--- src/rtl/pcieBringupPkg.sv ---
package pcieBringupPkg;

  typedef enum logic [4:0] {
    S_IDLE, S_ASSERT, S_POWER, S_WAIT, S_REL_CTRL, S_REL_SLOT,
    S_AUX_ON, S_HOLD_SET, S_PUR_REL, S_PHY_START, S_PHY_WAIT,
    S_AUX_OFF, S_HOLD_CLR, S_AUX_REON, S_DEV_TYPE, S_LINK_EN, S_RUN
  } seqStateT;

  typedef struct packed {
    logic shutdown;
    logic assertRst;
    logic powerOn;
    logic relCtrl;
    logic relSlot;
    logic auxOn;
    logic auxOff;
    logic holdSet;
    logic holdClr;
    logic purRel;
    logic phyStart;
    logic loadType;
    logic linkEn;
  } seqStrobeT;

endpackage

--- src/rtl/pcieBringupCtrl.sv ---
module pcieBringupCtrl
  import pcieBringupPkg::*;
(
  input  logic      clk,
  input  logic      rstN,
  input  logic      startReq,
  input  logic      shutdownReq,
  input  logic      phyCfgDone,
  input  logic      holdDone,
  output seqStrobeT strobe,
  output logic      busy
);

  seqStateT state, stateNxt;

  always_ff @(posedge clk or negedge rstN) begin
    if (!rstN) state <= S_IDLE;
    else       state <= stateNxt;
  end

  always_comb begin
    stateNxt = state;
    if (shutdownReq) begin
      stateNxt = S_IDLE;
    end else begin
      case (state)
        S_IDLE:      if (startReq) stateNxt = S_ASSERT;
        S_ASSERT:    stateNxt = S_POWER;
        S_POWER:     stateNxt = S_WAIT;
        S_WAIT:      if (holdDone) stateNxt = S_REL_CTRL;
        S_REL_CTRL:  stateNxt = S_REL_SLOT;
        S_REL_SLOT:  stateNxt = S_AUX_ON;
        S_AUX_ON:    stateNxt = S_HOLD_SET;
        S_HOLD_SET:  stateNxt = S_PUR_REL;
        S_PUR_REL:   stateNxt = S_PHY_START;
        S_PHY_START: stateNxt = S_PHY_WAIT;
        S_PHY_WAIT:  if (phyCfgDone) stateNxt = S_AUX_OFF;
        S_AUX_OFF:   stateNxt = S_HOLD_CLR;
        S_HOLD_CLR:  stateNxt = S_AUX_REON;
        S_AUX_REON:  stateNxt = S_DEV_TYPE;
        S_DEV_TYPE:  stateNxt = S_LINK_EN;
        S_LINK_EN:   stateNxt = S_RUN;
        S_RUN:       stateNxt = S_RUN;
        default:     stateNxt = S_IDLE;
      endcase
    end
  end

  always_comb begin
    strobe = '0;
    if (shutdownReq) begin
      strobe.shutdown = 1'b1;
    end else begin
      case (state)
        S_ASSERT:    strobe.assertRst = 1'b1;
        S_POWER:     strobe.powerOn   = 1'b1;
        S_REL_CTRL:  strobe.relCtrl   = 1'b1;
        S_REL_SLOT:  strobe.relSlot   = 1'b1;
        S_AUX_ON:    strobe.auxOn     = 1'b1;
        S_HOLD_SET:  strobe.holdSet   = 1'b1;
        S_PUR_REL:   strobe.purRel    = 1'b1;
        S_PHY_START: strobe.phyStart  = 1'b1;
        S_AUX_OFF:   strobe.auxOff    = 1'b1;
        S_HOLD_CLR:  strobe.holdClr   = 1'b1;
        S_AUX_REON:  strobe.auxOn     = 1'b1;
        S_DEV_TYPE:  strobe.loadType  = 1'b1;
        S_LINK_EN:   strobe.linkEn    = 1'b1;
        default:     ;
      endcase
    end
  end

  assign busy = (state != S_IDLE) && (state != S_RUN);

  // the PHY wait lasts until the engine reports done
  p_phy_wait_r6: assert property (@(posedge clk) disable iff (!rstN)
    (state == S_PHY_WAIT && !phyCfgDone && !shutdownReq) |=> (state == S_PHY_WAIT));

  // a start request after link enable does not restart the sequence
  p_start_ignored_r11: assert property (@(posedge clk) disable iff (!rstN)
    (state == S_RUN && startReq && !shutdownReq) |=> !busy);

  // shutdown returns the sequencer to idle
  p_shutdown_idle_r10: assert property (@(posedge clk) disable iff (!rstN)
    shutdownReq |=> !busy);

endmodule

--- src/rtl/pcieBringupDp.sv ---
module pcieBringupDp
  import pcieBringupPkg::*;
#(
  parameter int HOLD_CYCLES = 10,
  parameter int TYPE_W      = 4,
  parameter int RC_TYPE     = 4
) (
  input  logic              clk,
  input  logic              rstN,
  input  seqStrobeT         strobe,
  output logic              holdDone,
  output logic              slotResetN,
  output logic              ctrlResetN,
  output logic              slotPowerEn,
  output logic              auxClkEn,
  output logic              holdPhyRst,
  output logic              powerUpRstN,
  output logic              phyCfgStart,
  output logic [TYPE_W-1:0] deviceType,
  output logic              linkTrainEn,
  output logic              doneP
);

  localparam int CNT_W = $clog2(HOLD_CYCLES + 1);
  localparam logic [CNT_W-1:0] HOLD_LOAD = CNT_W'(HOLD_CYCLES - 1);

  logic [CNT_W-1:0] holdCnt;

  always_ff @(posedge clk or negedge rstN) begin
    if (!rstN)                holdCnt <= '0;
    else if (strobe.powerOn)  holdCnt <= HOLD_LOAD;
    else if (holdCnt != '0)   holdCnt <= holdCnt - 1'b1;
  end

  assign holdDone = (holdCnt == '0);

  always_ff @(posedge clk or negedge rstN) begin
    if (!rstN) begin
      slotResetN  <= 1'b0;
      ctrlResetN  <= 1'b0;
      slotPowerEn <= 1'b0;
      auxClkEn    <= 1'b0;
      holdPhyRst  <= 1'b0;
      powerUpRstN <= 1'b0;
      phyCfgStart <= 1'b0;
      deviceType  <= '0;
      linkTrainEn <= 1'b0;
      doneP       <= 1'b0;
    end else begin
      phyCfgStart <= strobe.phyStart;
      doneP       <= strobe.linkEn;
      if (strobe.shutdown) begin
        slotResetN  <= 1'b0;
        ctrlResetN  <= 1'b0;
        linkTrainEn <= 1'b0;
      end else if (strobe.assertRst) begin
        slotResetN  <= 1'b0;
        ctrlResetN  <= 1'b0;
        slotPowerEn <= 1'b0;
        auxClkEn    <= 1'b0;
        holdPhyRst  <= 1'b0;
        powerUpRstN <= 1'b0;
        deviceType  <= '0;
        linkTrainEn <= 1'b0;
      end else begin
        if (strobe.powerOn)  slotPowerEn <= 1'b1;
        if (strobe.relCtrl)  ctrlResetN  <= 1'b1;
        if (strobe.relSlot)  slotResetN  <= 1'b1;
        if (strobe.auxOn)    auxClkEn    <= 1'b1;
        if (strobe.auxOff)   auxClkEn    <= 1'b0;
        if (strobe.holdSet)  holdPhyRst  <= 1'b1;
        if (strobe.holdClr)  holdPhyRst  <= 1'b0;
        if (strobe.purRel)   powerUpRstN <= 1'b1;
        if (strobe.loadType) deviceType  <= TYPE_W'(RC_TYPE);
        if (strobe.linkEn)   linkTrainEn <= 1'b1;
      end
    end
  end

  // the controller reset is only released with slot power on
  p_power_before_release_r3: assert property (@(posedge clk) disable iff (!rstN)
    $rose(ctrlResetN) |-> slotPowerEn);

  // controller reset leaves before the slot reset pin
  p_release_order_r4: assert property (@(posedge clk) disable iff (!rstN)
    $rose(slotResetN) |-> ctrlResetN);

  // power-up reset is released only inside the hold window with the clock on
  p_pur_in_window_r5: assert property (@(posedge clk) disable iff (!rstN)
    $rose(powerUpRstN) |-> (holdPhyRst && auxClkEn));

  // the PHY start strobe lasts one cycle
  p_start_pulse_r6: assert property (@(posedge clk) disable iff (!rstN)
    phyCfgStart |=> !phyCfgStart);

  // hold-PHY is cleared only while the aux clock is gated
  p_hold_clear_gated_r7: assert property (@(posedge clk) disable iff (!rstN)
    $fell(holdPhyRst) |-> !auxClkEn);

  // the done pulse coincides with link-training enable
  p_done_link_r9: assert property (@(posedge clk) disable iff (!rstN)
    doneP |-> linkTrainEn);

  // shutdown pulls both resets and link training low
  p_shutdown_resets_r10: assert property (@(posedge clk) disable iff (!rstN)
    strobe.shutdown |=> (!slotResetN && !ctrlResetN && !linkTrainEn));

endmodule

--- src/rtl/pcieBringupSeq.sv ---
module pcieBringupSeq
  import pcieBringupPkg::*;
#(
  parameter int CLK_HZ   = 100_000_000,
  parameter int RESET_MS = 100,
  parameter int TYPE_W   = 4,
  parameter int RC_TYPE  = 4
) (
  input  logic              clk,
  input  logic              rstN,
  input  logic              startReq,
  input  logic              shutdownReq,
  input  logic              phyCfgDone,
  output logic              slotResetN,
  output logic              ctrlResetN,
  output logic              slotPowerEn,
  output logic              auxClkEn,
  output logic              holdPhyRst,
  output logic              powerUpRstN,
  output logic              phyCfgStart,
  output logic [TYPE_W-1:0] deviceType,
  output logic              linkTrainEn,
  output logic              busy,
  output logic              doneP
);

  localparam int HOLD_CYCLES = (CLK_HZ / 1000) * RESET_MS;

  seqStrobeT strobe;
  logic      holdDone;

  pcieBringupCtrl u_ctrl (
    .clk         (clk),
    .rstN        (rstN),
    .startReq    (startReq),
    .shutdownReq (shutdownReq),
    .phyCfgDone  (phyCfgDone),
    .holdDone    (holdDone),
    .strobe      (strobe),
    .busy        (busy)
  );

  pcieBringupDp #(
    .HOLD_CYCLES (HOLD_CYCLES),
    .TYPE_W      (TYPE_W),
    .RC_TYPE     (RC_TYPE)
  ) u_dp (
    .clk         (clk),
    .rstN        (rstN),
    .strobe      (strobe),
    .holdDone    (holdDone),
    .slotResetN  (slotResetN),
    .ctrlResetN  (ctrlResetN),
    .slotPowerEn (slotPowerEn),
    .auxClkEn    (auxClkEn),
    .holdPhyRst  (holdPhyRst),
    .powerUpRstN (powerUpRstN),
    .phyCfgStart (phyCfgStart),
    .deviceType  (deviceType),
    .linkTrainEn (linkTrainEn),
    .doneP       (doneP)
  );

endmodule

--- config.mk ---
export PLATFORM = sky130hd
export DESIGN_NAME = pcieBringupSeq
export DESIGN_NICKNAME = d
export VERILOG_FILES = /design/src/rtl/pcieBringupPkg.sv /design/src/rtl/pcieBringupCtrl.sv /design/src/rtl/pcieBringupDp.sv /design/src/rtl/pcieBringupSeq.sv
export SDC_FILE = /design/constraint.sdc
export NUM_CORES = 1
export LEC_CHECK = 0
export ABC_AREA = 0
export CAP_MARGIN = 15
export CORE_MARGIN = 8
export CORE_UTILIZATION = 58
export CTS_CLUSTER_DIAMETER = 150
export CTS_CLUSTER_SIZE = 20
export DETAILED_ROUTE_END_ITERATION = 8
export GPL_ROUTABILITY_DRIVEN = 0
export PLACE_DENSITY_LB_ADDON = 0.1
export SLEW_MARGIN = 20
export SYNTH_ARGS = -nofsm -noshare
export SYNTH_HDL_FRONTEND = slang
export SYNTH_SLANG_ARGS = --single-unit
--- constraint.sdc ---
create_clock -name clk -period 2.4 [get_ports clk]
set_input_delay 0.6 -clock clk [delete_from_list [all_inputs] [get_ports clk]]
set_output_delay 0.6 -clock clk [all_outputs]
set_load 0.005 [all_outputs]
==> results of run 1 <==
## synth_stat cells, types with 2 or more instances
cell type | number | area [um2]
dfrtp_1 | 39 | 975.9
nand2_1 | 20 | 75.07
a21oi_1 | 17 | 85.08
nor2_1 | 17 | 63.81
mux2i_1 | 13 | 130.1
nand3_1 | 10 | 50.05
clkbuf_1 | 8 | 30.03
o21ai_0 | 8 | 40.04
o31ai_1 | 8 | 60.06
or4_1 | 8 | 60.06
and2_1 | 7 | 43.79
nor3_1 | 7 | 35.03
inv_1 | 6 | 22.52
nor4_1 | 6 | 37.54
nand2b_1 | 5 | 31.28
and3_1 | 4 | 25.02
buf_2 | 4 | 20.02
buf_4 | 4 | 30.03
o21ai_1 | 4 | 20.02
or3_1 | 4 | 25.02
a2111oi_2 | 3 | 45.04
a211oi_1 | 3 | 22.52
nor2b_1 | 3 | 18.77
a211o_1 | 2 | 17.52
a221oi_1 | 2 | 17.52
ha_1 | 2 | 25.02
nand4_2 | 2 | 25.02
nor3_4 | 2 | 32.53
nor3b_1 | 2 | 15.01
nor4_4 | 2 | 42.54
o41ai_1 | 2 | 17.52
xnor2_1 | 2 | 17.52
## worst max-delay path, cell delays in order, from the launching register on
cell and delay, ns:
dfrtp_1 0.44, inv_1 0.13, ha_1 0.19, nor3b_1 0.40
nand4_2 0.29, or4_1 0.53, a21oi_1 0.15
## metrics by stage
stage	cell area [um2]	hold slack (ns)	util	worst slack, ns
final	2597	0.3553	0.6686	0.1915
after global routing	2597	0.4017	0.6686	0.03200
after CTS	2597	0.3608	0.6686	0.1676
after detailed placement	2516	0.5058	0.6477	0.1348
after global placement	2516	0.5008	0.6477	0.1573
after floorplan	2295	0.3044	-	0.4727
## where the power goes
| group | internal, mW | total (mW) | switching, mW |
|---|---|---|---|
| sequential | 0.744 | 0.871 | 0.126 |
| clock | 0.204 | 0.428 | 0.224 |
| combinational | 0.229 | 0.454 | 0.225 |
| total | 1.18 | 1.75 | 0.575 |
## placed cells by master, fill, tap and decap left out, types with 3 or more instances in the layout
| master | count |
|---|---|
| a2111oi_2 | 3 |
| a211oi_1 | 3 |
| a21oi_1 | 17 |
| and2_1 | 7 |
| and3_1 | 4 |
| buf_4 | 13 |
| clkbuf_8 | 5 |
| clkdlybuf4s50_1 | 14 |
| conb_1 | 3 |
| dfrtp_1 | 39 |
| inv_1 | 6 |
| mux2i_1 | 13 |
| nand2_1 | 20 |
| nand2b_1 | 5 |
| nand3_1 | 10 |
| nor2_1 | 17 |
| nor2b_1 | 3 |
| nor3_1 | 7 |
| nor4_1 | 6 |
| o21ai_0 | 8 |
| o21ai_1 | 4 |
| o31ai_1 | 8 |
| or3_1 | 4 |
| or4_1 | 8 |
## area by class of cell
cell class	instances	area share
clock buffers	7	0.02938
inverters	7	0.01012
flip-flops and latches	39	0.3757
well taps	50	0.02408
clock inverters	1	0.001927
multi-input cells	182	0.4653
repair buffers	28	0.09345
## routing by layer
metal  vias up  part of all wire
met5         -                 0
li1        927                 -
met2        43              0.49
met3         7             0.041
met1       920              0.45
met4         0             0.016
## path summary, 6_finish.rpt
check                                        end  slack [ns]  depth (start not counted)
min in group clk                u_dp.powerUpRstN        0.52                          2
max in group asynchronous       u_dp.holdCnt[10]        1.70                          2
worst max register to register  u_dp.holdCnt[22]        0.19                          6
worst max-delay path            u_dp.holdCnt[22]        0.19                          6
worst min register to register  u_dp.powerUpRstN        0.52                          2
worst min-delay path                  u_dp.doneP        0.36                          2
## cells by family after synthesis
logic type | count (synthesis)
fa+ha+maj | 2
compound gates | 55
xor+xnor | 2
buf+inv | 24
other cells | 1
mux | 13
simple gates | 107
flops | 39
==> flow_summary.yaml, run 1 <==
floorplan:
  die_y_um: 78.80
  die_area_um2: 6209
  fp-row-count: 23
  num_io_pins: 19
  coreArea_um2: 3885
  initial_core_util: 0.5887
  die_w_um: 78.80
cells_and_area:
  antenna_cells: 0
  nets: 270
  drive_gt1_frac: 0.1288
  num-fill-cells: 343
  largest_reg_flops: 24
  multi_input_area_um2: 1209
  reg_top3: "u_dp.holdCnt: 24 flops, u_ctrl.state: 5 flops"
  finalNonFillerCells: 314
  syn_to_final_growth_pct: 13.57
  regMostFlops: "u_dp.holdCnt"
  ff_latch_area_um2: 975.9
routing:
  drt_first_iter_violations: 74
  drt-pass1-iter-count: 5
  wl_per_cell_um: 15.19
  num_vias: 1897
  ant_nets: 0
  drc_errors: 0
  vias_per_cell: 6.041
  routed_wl_um: 4771
yosys:
  synth.distinct_cells: 49
  synth_top_family_by_area: "simple AND/OR/NAND/NOR gates"
  synth-xor-area-share: 0.007659
  muxShareOfSynthArea: 0.05689
  synth_cells: 243
  yosys.area_share.simple: 0.2839
  synth_enable_flop_cells: 0
  synth_seq_cells: 39
  seq_area_frac_synth: 0.4267
  avgSynthCellArea_um2: 9.412
  yosys_warnings: 0
  netlist_area_um2: 2287
  synth-async-reset-ratio: 1.000
  synth_ff_type: "dfrtp_1"
  synthAdderAreaFrac: 0.01094
  synth_compound_gate_area_share: 0.1641
global_route:
  grtUsageTotal: 0.1612
  grt_pass1_wl_um: 8148
  grt_max_degree: 40
  grt_util_met2: 0.2792
  grt_overflow: 0
  grt_pass1_vias: 1836
  gr-usage-met1: 0.1813
  use_met3: 0.04063
  antenna_found_initial: 0
  grt-busiest-layer: "met2"
clock_network:
  cts_tree: "yes"
  clk_pin_slew_ns: 0.08
  numCtsBuffers: 5
  cts-htree-levels: 2
  postCtsSetupRepairBufs: 0
  insertion_delay_ns: 0.29
  cts_sinks: 39
  clockBufferDepth: 2
  hold_buffers: 0
  cts-root-buf: "clkbuf_8"
  cts-resized-gates: 0
job:
  drv_cap: 0
placed_design:
  io_buffers: 15
  dp.cells: 306
  dp_hpwl_um: 3327
timing:
  skew_ns: 0.005540
  setup_viol: 0
  finalCriticalPeriod_ns: 2.208
  fmax_mhz: 452.8
  final_hold_viol_count: 0
  report.final.slew_viol_count: 0
  setup_tns_ns: 0
  grt_setup_unrepaired: "no"
  finalCritPeriodShare: 0.9202
worst_setup_path:
  path_class: "reg2reg"
  crit_path_start: "u_dp.holdCnt[0]"
  cp.arrival_ns: 2.43
  r2r_start: "u_dp.holdCnt[0]"
  end_kind: "register"
  cp.required_ns: 2.62
  critPathLaunchType: "register"
  worstPathMaxFanout: 9
power:
  finalPower_mw: 1.753
  power_density_nw_per_um2: 674.8
  p_leak_nw: 1.015
  ir_worst_vdd_mv: 0.4184
hold_path:
  hold_class: "in2async"
run_status:
  status: "complete, no violations"
(Power assumes the default switching activity.)
==> run 2, diff against run 1 <==
--- a/config.mk
+++ b/config.mk
@@ -8,7 +8,7 @@
 export ABC_AREA = 0
 export CAP_MARGIN = 15
 export CORE_MARGIN = 8
-export CORE_UTILIZATION = 58
+export CORE_UTILIZATION = 45
 export CTS_CLUSTER_DIAMETER = 150
 export CTS_CLUSTER_SIZE = 20
 export DETAILED_ROUTE_END_ITERATION = 8
==> flow_summary.yaml, run 2 (synthesis results as in run 1) <==
run_status:
  status: "complete, no violations"
cells_and_area:
  syn_to_final_growth_pct: 15.65
  regMostFlops: "u_dp.holdCnt"
  final_area_um2: 2645
  layout_commonest_cell: "dfrtp_1"
  layout_common_cells: "dfrtp_1 (39), nand2_1 (20), nor2_1 (17), a21oi_1 (17), buf_4 (16)"
  num-fill-cells: 512
  drive_gt1_frac: 0.1386
  largest_reg_flops: 24
  reg_top3: "u_dp.holdCnt: 24 flops, u_ctrl.state: 5 flops"
  antenna_cells: 0
  nets: 273
placed_design:
  io_buffers: 15
  dp_hpwl_um: 3374
  placed_cell_area_um2: 2564
  place_ws_ns: 0.09833
power:
  power_density_nw_per_um2: 664.3
  p_leak_nw: 1.028
  ir_worst_vdd_mv: 0.3408
clock_network:
  postCtsSetupRepairBufs: 0
  cts-resized-gates: 0
  insertion_delay_ns: 0.29
  cts_sinks: 39
  numCtsBuffers: 5
  cts-root-buf: "clkbuf_8"
  cts-htree-levels: 2
  hold_buffers: 0
  clockBufferDepth: 2
  clk_pin_slew_ns: 0.07
  cts_tree: "yes"
floorplan:
  coreArea_um2: 5010
  die_y_um: 87.29
  initial_core_util: 0.4565
  num_io_pins: 19
  fp-row-count: 26
  die_w_um: 87.29
  die_area_um2: 7620
global_route:
  grt_overflow: 0
  use_met3: 0.03962
  grt-busiest-layer: "met2"
  gr-usage-met1: 0.1689
  grtUsageTotal: 0.1385
  antenna_found_initial: 0
  grt_util_met2: 0.2328
  grt_pass1_wl_um: 8618
  grt_pass1_vias: 1854
  grt_max_degree: 40
routing:
  drt_first_iter_violations: 90
  routed_wl_um: 4827
  num_vias: 1880
  vias_per_cell: 5.579
  ant_nets: 0
  drc_errors: 0
  wl_per_cell_um: 14.32
  drt-pass1-iter-count: 4
worst_setup_path:
  critPathLaunchType: "register"
  path_cells: "nor4_1 > buf_4 > inv_1 > clkdlybuf4s50_1"
  cp_num_buf_inv: 3
  worstPathMaxFanout: 3
  cp.arrival_ns: 1.58
  slowest_stage: "clkdlybuf4s50_1"
  r2r_slack_ns: 0.32
  cpLargestDelayFamily: "buffers and inverters"
  cp.required_ns: 1.80
  cp_slowest_stage_delay_ns: 0.43
  end_kind: "output pin"
  path_class: "reg2out"
timing:
  finalCriticalPeriod_ns: 2.181
  finalCritPeriodShare: 0.9087
  timing.hold.ws_ns: 0.3603
  slew_headroom: 0.6593
  fmax_mhz: 458.6
  setup_slack_ns: 0.2192
  report.final.slew_viol_count: 0
  setup_viol: 0
  final_hold_viol_count: 0
  skew_ns: 0.005419
  tightest_slew_ns: 0.5110
  setup_tns_ns: 0
  grt_setup_unrepaired: "no"
job:
  drv_cap: 0
hold_path:
  hold_class: "in2async"
-- run 2: cell count changes in the layout (fill, tap and decap cells not counted) --
cell   previous run  this run
buf_4            13        16
-- run 2: stage by stage --
| stage | power [mW] | utilization | instances |
|---|---|---|---|
| 2_1_floorplan | 1.163 | - | 245 |
| 4_1_cts | 1.784 | 0.5280 | 337 |
| 6_report | 1.757 | 0.5280 | 337 |
| 5_1_grt | 1.886 | 0.5280 | 337 |
| 3_3_place_gp | 1.333 | 0.5117 | 329 |
| 3_5_place_dp | 1.346 | 0.5117 | 329 |
-- run 2: power by group --
part           internal (mW)  switching (mW)  total, mW  leakage (nW)
sequential             0.744           0.126      0.870         0.468
combinational          0.236           0.222      0.458         0.519
clock                  0.204           0.225      0.429        0.0422
total                   1.18           0.573       1.76          1.03
-- run 2: worst reg2reg max path, stage by stage (launching register included) --
cell and delay, ns:
dfrtp_1 0.45, inv_1 0.13, ha_1 0.19, nor3b_1 0.21
buf_4 0.16, nand4_2 0.20, buf_4 0.22, or3_1 0.31
a21oi_1 0.15
-- run 2: final timing paths --
check,from,end,cells past startpoint
max in group asynchronous,rstN,u_dp.holdCnt[6],2
min reg2reg,u_dp.powerUpRstN,u_dp.powerUpRstN,2
max reg2reg,u_dp.holdCnt[0],u_dp.holdCnt[14],8
min,rstN,u_dp.holdCnt[20],2
min in group clk,u_dp.powerUpRstN,u_dp.powerUpRstN,2
max,u_ctrl.state[0],busy,4
-- run 2: cell type report --
class | count | area (um2) | area share
repair buffers | 31 | 265.3 | 0.1003
multi-input cells | 182 | 1209 | 0.4570
inverters | 7 | 26.28 | 0.009934
clock buffers | 7 | 76.32 | 0.02886
well taps | 70 | 87.58 | 0.03311
flip-flops and latches | 39 | 975.9 | 0.3690
clock inverters | 1 | 5.005 | 0.001892
-- run 2: metal layers --
layer	wire [um]	part of all wire
met5	0	0
met4	41	0.0085
met3	200	0.041
met2	2263	0.47
met1	2322	0.48
